[config.mk]
export PLATFORM = sky130hd
export DESIGN_NAME = vxc_unit
export DESIGN_NICKNAME = d
export VERILOG_FILES = /design/src/rtl/vxc_pkg.sv /design/src/rtl/vxc_cause.sv /design/src/rtl/vxc_vecgen.sv /design/src/rtl/vxc_state.sv /design/src/rtl/vxc_unit.sv
export SDC_FILE = /design/constraint.sdc
export NUM_CORES = 1
export LEC_CHECK = 0
export BUFFER_PORTS_ARGS = -buffer_cell sky130_fd_sc_hd__buf_2
export CORE_MARGIN = 8
export CORE_UTILIZATION = 47
export CTS_CLUSTER_SIZE = 24
export DETAILED_ROUTE_END_ITERATION = 8
export PLACE_DENSITY = 0.83
export SLEW_MARGIN = 20
export SYNTH_ARGS = -nofsm -noshare
export SYNTH_HDL_FRONTEND = slang
export SYNTH_SLANG_ARGS = --single-unit
[constraint.sdc]
create_clock -name clk -period 3.1 [get_ports clk]
set_input_delay 0.31 -clock clk [delete_from_list [all_inputs] [get_ports clk]]
set_output_delay 0.31 -clock clk [all_outputs]
set_load 0.01 [all_outputs]
[src/rtl/vxc_pkg.sv]
package vxc_pkg;
    parameter int ADDR_W = 32;

    typedef enum logic [1:0] {
        CAUSE_NONE    = 2'd0,
        CAUSE_UNAVAIL = 2'd1,
        CAUSE_DSTORE  = 2'd2,
        CAUSE_ASSIST  = 2'd3
    } cause_e;

    typedef struct packed {
        logic vec_en;
        logic prefix;
        logic java;
        logic prob;
    } msr_t;

    typedef struct packed {
        logic valid;
        logic vec;
        logic stream;
        logic vsave;
        logic vmem;
        logic store;
        logic vfp;
    } op_t;

    typedef struct packed {
        logic no_pte;
        logic prot;
        logic direct;
    } mmu_t;

    typedef struct packed {
        logic store;
        logic direct;
        logic prot;
        logic no_pte;
    } fstat_t;

    localparam logic [ADDR_W-1:0] HIGH_BASE   = 32'hFFF0_0000;
    localparam logic [ADDR_W-1:0] OFF_UNAVAIL = 32'h0000_0F20;
    localparam logic [ADDR_W-1:0] OFF_DSTORE  = 32'h0000_0300;
    localparam logic [ADDR_W-1:0] OFF_ASSIST  = 32'h0000_1600;

    function automatic logic [ADDR_W-1:0] cause_offset(cause_e c);
        case (c)
            CAUSE_UNAVAIL: return OFF_UNAVAIL;
            CAUSE_DSTORE:  return OFF_DSTORE;
            CAUSE_ASSIST:  return OFF_ASSIST;
            default:       return '0;
        endcase
    endfunction
endpackage

[src/rtl/vxc_cause.sv]
module vxc_cause
    import vxc_pkg::*;
(
    input  logic   clk,
    input  logic   rst,
    input  op_t    op,
    input  mmu_t   mmu,
    input  logic   denorm,
    input  msr_t   msr,
    output cause_e cause,
    output fstat_t fstat
);
    logic hit_unavail, hit_dstore, hit_assist;
    logic sel_unavail, sel_dstore, sel_assist;

    always_comb begin
        hit_unavail = op.valid && op.vec && !op.stream && !op.vsave && !msr.vec_en;
        hit_dstore  = op.valid && op.vec && op.vmem &&
                      (mmu.no_pte || mmu.prot || mmu.direct);
        hit_assist  = op.valid && op.vec && op.vfp && denorm && msr.java;
        sel_unavail = hit_unavail;
        sel_dstore  = hit_dstore && !hit_unavail;
        sel_assist  = hit_assist && !hit_unavail && !hit_dstore;
        if (sel_unavail)     cause = CAUSE_UNAVAIL;
        else if (sel_dstore) cause = CAUSE_DSTORE;
        else if (sel_assist) cause = CAUSE_ASSIST;
        else                 cause = CAUSE_NONE;
        fstat.no_pte = mmu.no_pte;
        fstat.prot   = mmu.prot;
        fstat.direct = mmu.direct;
        fstat.store  = op.store;
    end


    one_cause_chk: assert property (@(posedge clk) disable iff (rst)
        $onehot0({sel_unavail, sel_dstore, sel_assist}));


    stream_exempt_chk: assert property (@(posedge clk) disable iff (rst)
        (op.stream || op.vsave) |-> cause != CAUSE_UNAVAIL);
endmodule

[src/rtl/vxc_vecgen.sv]
module vxc_vecgen
    import vxc_pkg::*;
(
    input  cause_e              cause,
    input  logic                prefix,
    output logic [ADDR_W-1:0]   vec_addr
);
    logic [ADDR_W-1:0] base;

    always_comb begin
        base     = prefix ? HIGH_BASE : '0;
        vec_addr = (cause == CAUSE_NONE) ? '0 : (base | cause_offset(cause));
    end
endmodule

[src/rtl/vxc_state.sv]
module vxc_state
    import vxc_pkg::*;
(
    input  logic              clk,
    input  logic              rst,
    input  logic              take,
    input  logic [ADDR_W-1:0] pc,
    input  logic              rfi,
    input  logic              load,
    input  msr_t              load_val,
    output msr_t              msr_q,
    output msr_t              srr1_q,
    output logic [ADDR_W-1:0] srr0_q
);
    always_ff @(posedge clk) begin
        if (rst) begin
            msr_q  <= '0;
            srr1_q <= '0;
            srr0_q <= '0;
        end else if (take) begin
            srr0_q     <= pc;
            srr1_q     <= msr_q;
            msr_q.prob <= 1'b0;
        end else if (rfi) begin
            msr_q <= srr1_q;
        end else if (load) begin
            msr_q <= load_val;
        end
    end


    rfi_restore_chk: assert property (@(posedge clk) disable iff (rst)
        (rfi && !take) |=> msr_q == $past(srr1_q));


    sup_entry_chk: assert property (@(posedge clk) disable iff (rst)
        take |=> (!msr_q.prob && srr1_q == $past(msr_q)));
endmodule

[src/rtl/vxc_unit.sv]
module vxc_unit
    import vxc_pkg::*;
(
    input  logic        clk,
    input  logic        rst,
    input  logic        issue_valid,
    input  logic [31:0] issue_pc,
    input  logic        op_vec,
    input  logic        op_stream,
    input  logic        op_vsave,
    input  logic        op_vmem,
    input  logic        op_store,
    input  logic        op_vfp,
    input  logic        mmu_no_pte,
    input  logic        mmu_prot,
    input  logic        mmu_direct,
    input  logic        fpu_denorm,
    input  logic        rfi,
    input  logic        msr_load,
    input  logic [3:0]  msr_load_val,
    output logic [3:0]  msr_out,
    output logic        flush_younger,
    output logic        exc_taken,
    output logic [1:0]  exc_cause,
    output logic [31:0] exc_vector,
    output logic        save_pc_we,
    output logic [31:0] save_pc,
    output logic        save_msr_we,
    output logic [3:0]  save_msr,
    output logic [3:0]  dfault_status
);
    op_t               op;
    mmu_t              mmu;
    msr_t              msr_q, srr1_q;
    cause_e            cause;
    fstat_t            fstat, fstat_q;
    logic [ADDR_W-1:0] vec_addr, srr0_q;
    logic              take;
    logic              taken_q;
    cause_e            cause_q;
    logic [ADDR_W-1:0] vector_q;

    assign op  = '{valid: issue_valid, vec: op_vec, stream: op_stream, vsave: op_vsave,
                   vmem: op_vmem, store: op_store, vfp: op_vfp};
    assign mmu = '{no_pte: mmu_no_pte, prot: mmu_prot, direct: mmu_direct};

    vxc_cause u_cause (
        .clk(clk), .rst(rst), .op(op), .mmu(mmu), .denorm(fpu_denorm),
        .msr(msr_q), .cause(cause), .fstat(fstat)
    );

    vxc_vecgen u_vecgen (.cause(cause), .prefix(msr_q.prefix), .vec_addr(vec_addr));

    assign take = (cause != CAUSE_NONE);

    vxc_state u_state (
        .clk(clk), .rst(rst), .take(take), .pc(issue_pc), .rfi(rfi),
        .load(msr_load), .load_val(msr_t'(msr_load_val)),
        .msr_q(msr_q), .srr1_q(srr1_q), .srr0_q(srr0_q)
    );

    always_ff @(posedge clk) begin
        if (rst) begin
            taken_q  <= 1'b0;
            cause_q  <= CAUSE_NONE;
            vector_q <= '0;
            fstat_q  <= '0;
        end else begin
            taken_q  <= take;
            cause_q  <= cause;
            vector_q <= vec_addr;
            if (cause == CAUSE_DSTORE) fstat_q <= fstat;
        end
    end

    assign flush_younger = take;
    assign exc_taken     = taken_q;
    assign exc_cause     = cause_q;
    assign exc_vector    = vector_q;
    assign save_pc_we    = taken_q;
    assign save_msr_we   = taken_q;
    assign save_pc       = srr0_q;
    assign save_msr      = srr1_q;
    assign msr_out       = msr_q;
    assign dfault_status = fstat_q;


    ret_addr_chk: assert property (@(posedge clk) disable iff (rst)
        flush_younger |=> (exc_taken && save_pc == $past(issue_pc)));


    base_sel_chk: assert property (@(posedge clk) disable iff (rst)
        flush_younger |=> exc_vector[31:20] == ($past(msr_out[2]) ? 12'hFFF : 12'h000));


    fstat_hold_chk: assert property (@(posedge clk) disable iff (rst)
        (exc_cause != 2'd2) |-> $stable(dfault_status) || $past(rst));
endmodule

==> run summary <==
The residual overflow from global routing was 0; the via count of the first global-routing pass was 2175. Entering global routing, the biggest net connects 56 pins. For the final routed database, the setup TNS stands at 0 ps.

The shortest clock period the worst path allows after layout came out at 1918 ps. The top cell types in the final layout, fill and taps aside, are sky130_fd_sc_hd__buf_2 (118), sky130_fd_sc_hd__dfxtp_1 (53), sky130_fd_sc_hd__a21oi_1 (41). The number of setup buffers added after CTS came out at 0. The root buffer cell was sky130_fd_sc_hd__clkbuf_8. The logs give 6969 um for the final routed wirelength across all metal layers and 5107 sq um for the area of the core.

The die height is 88.73 um, and the cell count of the worst hold path is 3. The worst register-to-register path has a depth of 5. For the initial antenna violation count, the log shows 0. The sequential share of the synthesized area was 42.68%.

In this run the remaining antenna-violating nets after routing total 0. The most frequent standard cell in the layout excluding fill and tap cells was sky130_fd_sc_hd__buf_2. The setup skew after layout came out at 9.034 ps.

Cell with the largest stage delay on the worst path: sky130_fd_sc_hd__dfxtp_1. Synthesis handed over a netlist of 271 instances. Internal power comes to 0.001049 W. For the final non-filler cell total, the log shows 425. Data on the critical path is required at its endpoint by 2790 ps.

The logs give 0 for the number of failing hold endpoints at the final stage and 35.76% for the normalized max-slew margin. A synthesized cell averages 9.174 sq um. TritonCTS built the clock tree. The peak fanout along the critical path was 16; the number of max-cap violations was 0. IR analysis of the VDD net gives a maximum drop of 254.6 uV. The part of the cycle the worst path needs came out at 61.86%. On the final layout, the worst hold slack is 251.1 ps. The congestion estimate from routability-driven global placement came to 0.7465. In the final layout, the share of cells above drive strength 1 is 39.44%.

Derived from the worst setup path, the maximum achievable clock frequency is 0.5215 GHz. The tools report the global-route total usage across every layer as 16.62%. After clock tree synthesis, the clock-pin slew on the worst setup and hold paths is 100 ps. STA classifies the critical path startpoint as a register.

Summed over all nets, the half-perimeter wirelength after detailed placement is 4796 um. The H-tree was split into 2 levels. 0 antenna diodes ended up in the layout.

The worst setup path is of the register to output pin kind. Row generation in the floorplan step produced 26 rows. The first global-routing pass estimated 10480 um of wire. In this run, the number of DRC markers left after iteration 0 of detailed routing was 140.

In this run, CTS created clock tree buffers numbering 5. For the I/O pin count, the log shows 133. The logs give 1.463 nW for the static leakage power and 48.68% for the effective utilization at floorplan.

Yosys printed 0 warnings. At the pin with the least slew margin, the transition time is 963.6 ps. Number of buffers between clock root and the deepest sink: 2. At the later pin of the worst-skew pair, clock insertion delay measures 300 ps.

Via count: 2324. In the final routed layout, each cell accounts on average for 16.40 um. After detailed routing, the number of remaining DRC violations is 0. For the sequential share of power, the log shows 52.1%. The most critical setup path has its startpoint at u_state.msr_q[3]. The capturing point of the worst reg2reg path was u_state.srr0_q[19].

The min-delay analysis places its worst path in the category input port to register. The cell area that synthesis handed to floorplanning was 2486 sq um. Net switching is 24.32% of the power.

Synthesis-to-layout area growth: 20.58%. The category of the worst setup path capture point is an output pin. Traced cell by cell, the critical path runs through nor4_4 -> buf_4 -> nor3_4 -> inv_1 -> buf_2. The die covers 7873 sq um. The net count of the finished layout was 405.

Dividing the detail-routed via count by the number of cells gives 5.468. The tools report the startpoint of the worst-slack reg-to-reg timing path as u_state.msr_q[3]. The peak per-stage delay on the critical path is 460 ps, and the post-placement cell count is 417. At the worst endpoint, the arrival time is 1610 ps. The number of different library cells used by synthesis comes to 30.

Post-CTS repair changed the size of 0 cells. The max-slew violation count is 0, and the total setup violations reported at the end of the flow is 0. The logs give 1440 ps for the worst reg-to-reg setup slack and 5 for the number of search-and-repair iterations in the first detailed-routing pass. Following the worst setup path forward leads to its endpoint at flush_younger.

The hold buffer count at CTS is 0, and the switching power total is 0.0003370 W. The run finished with clean final reports. Setup repair after global routing left no endpoint under its margin. For the clock network fraction of total power, the log shows 34.4%.

For the part of the total power dissipated in combinational logic, the log shows 13.5%. The count of input and output buffers came out at 118. The die outline width is 88.73 um. After synthesis the netlist holds a flip-flop and latch count of 53.

For this design, the sink count on the clock tree is 53. Dividing total power by cell area gives a power density of 462.2 nW/um^2.
area by class of cell:
cell class,count,area (sq um)
clock buffers,7,86.33
multi-input cells,170,1101
inverters,1,3.754
flip-flops and latches,53,1061
clock inverters,1,30.03
well taps,70,87.58
repair buffers,123,628.1
fillers,477,2110
sequential cells by signal, indices dropped and copies added (netlist names):
register	cells
exc_taken	1
u_state.srr0_q	32
exc_vector	6
exc_cause	2
dfault_status	4
u_state.msr_q	4
u_state.srr1_q	4
synthesized netlist by cell type:
cell                       count  area, sq um
sky130_fd_sc_hd__nor3_1        1        5.000
sky130_fd_sc_hd__a211oi_1      1        7.510
sky130_fd_sc_hd__nand3_1       5        25.02
sky130_fd_sc_hd__o311ai_2      1        16.27
sky130_fd_sc_hd__nor4_1        1        6.260
sky130_fd_sc_hd__inv_1         1        3.750
sky130_fd_sc_hd__clkbuf_1     16        60.06
sky130_fd_sc_hd__or4_1         1        7.510
sky130_fd_sc_hd__nor2b_1       1        6.260
sky130_fd_sc_hd__nor2_2        1        6.260
sky130_fd_sc_hd__buf_6         5        56.30
sky130_fd_sc_hd__a21oi_1      41        205.2
sky130_fd_sc_hd__nor2_1        9        33.78
sky130_fd_sc_hd__nor4_4        2        42.54
sky130_fd_sc_hd__nand2b_1      4        25.02
sky130_fd_sc_hd__or2_2         3        18.77
sky130_fd_sc_hd__mux2_4        1        15.01
sky130_fd_sc_hd__and2_1        1        6.260
sky130_fd_sc_hd__nor3_4        1        16.27
sky130_fd_sc_hd__mux2i_1       8        80.08
sky130_fd_sc_hd__o31ai_1      33        247.7
sky130_fd_sc_hd__nand4_1      34        212.7
sky130_fd_sc_hd__nand2_1       1        3.750
sky130_fd_sc_hd__buf_2        10        50.05
sky130_fd_sc_hd__o311a_4       1        21.27
sky130_fd_sc_hd__dfxtp_1      53         1061
sky130_fd_sc_hd__buf_4        29        217.7
sky130_fd_sc_hd__conb_1        1        3.750
sky130_fd_sc_hd__o21ai_1       4        20.02
sky130_fd_sc_hd__o21ai_0       1        5.000
per-layer routing:
metal	global-route usage, %	wire (um)	share of wire, %
met2	26.42	3302	47
met3	3.900	590	8.5
met5	0	0	0
met1	21.33	2964	43
met4	5.684	111	1.6
power groups by stage:
stage	logic (W)	registers, W	clock network (W)
after floorplan	0.000112	0.000750	0
after global placement	0.000184	0.000737	0
after detailed placement	0.000187	0.000738	0
after CTS	0.000187	0.000722	0.000493
after global routing	0.000205	0.000725	0.000523
final	0.000187	0.000722	0.000477
per-stage QoR:
stage	instance area (sq um)	util [%]	worst slack (ps)	total power, W
after global routing	2998	58.70	1068	0.001453
after floorplan	2535	-	1597	0.0008615
final	2998	58.70	1182	0.001386
after global placement	2882	56.42	1243	0.0009204
after detailed placement	2882	56.42	1205	0.0009245
after CTS	2998	58.70	1167	0.001402
how the worst min path moves through the flow:
stage	startpoint	end	slack (ps)
2_1_floorplan	mmu_no_pte	dfault_status[0]	460
3_3_place_gp	u_state.srr0_q[26]	u_state.srr0_q[26]	450
3_5_place_dp	u_state.srr0_q[4]	u_state.srr0_q[4]	460
4_1_cts	op_store	dfault_status[3]	250
5_1_grt	op_store	dfault_status[3]	250
6_report	op_store	dfault_status[3]	250
critical path, delay by kind of cell (launching register included):
kind	cells	cell delay [ps]
and+or+nand+nor	2	400
DFF	1	460
buffers and inverters	3	450
logic make-up (layout without fill, tap and decap cells):
kind of cell,after synthesis,in the layout,synth area share (%)
buffers and inverters,61,132,15.60
flip-flops,53,53,42.68
other,1,14,0.1508
multiplexers,9,9,3.825
AO/OA/AOI/OAI,82,82,21.04
AND/OR/NAND/NOR,65,65,16.71
No activity file was read; power rests on OpenSTA's default activity.
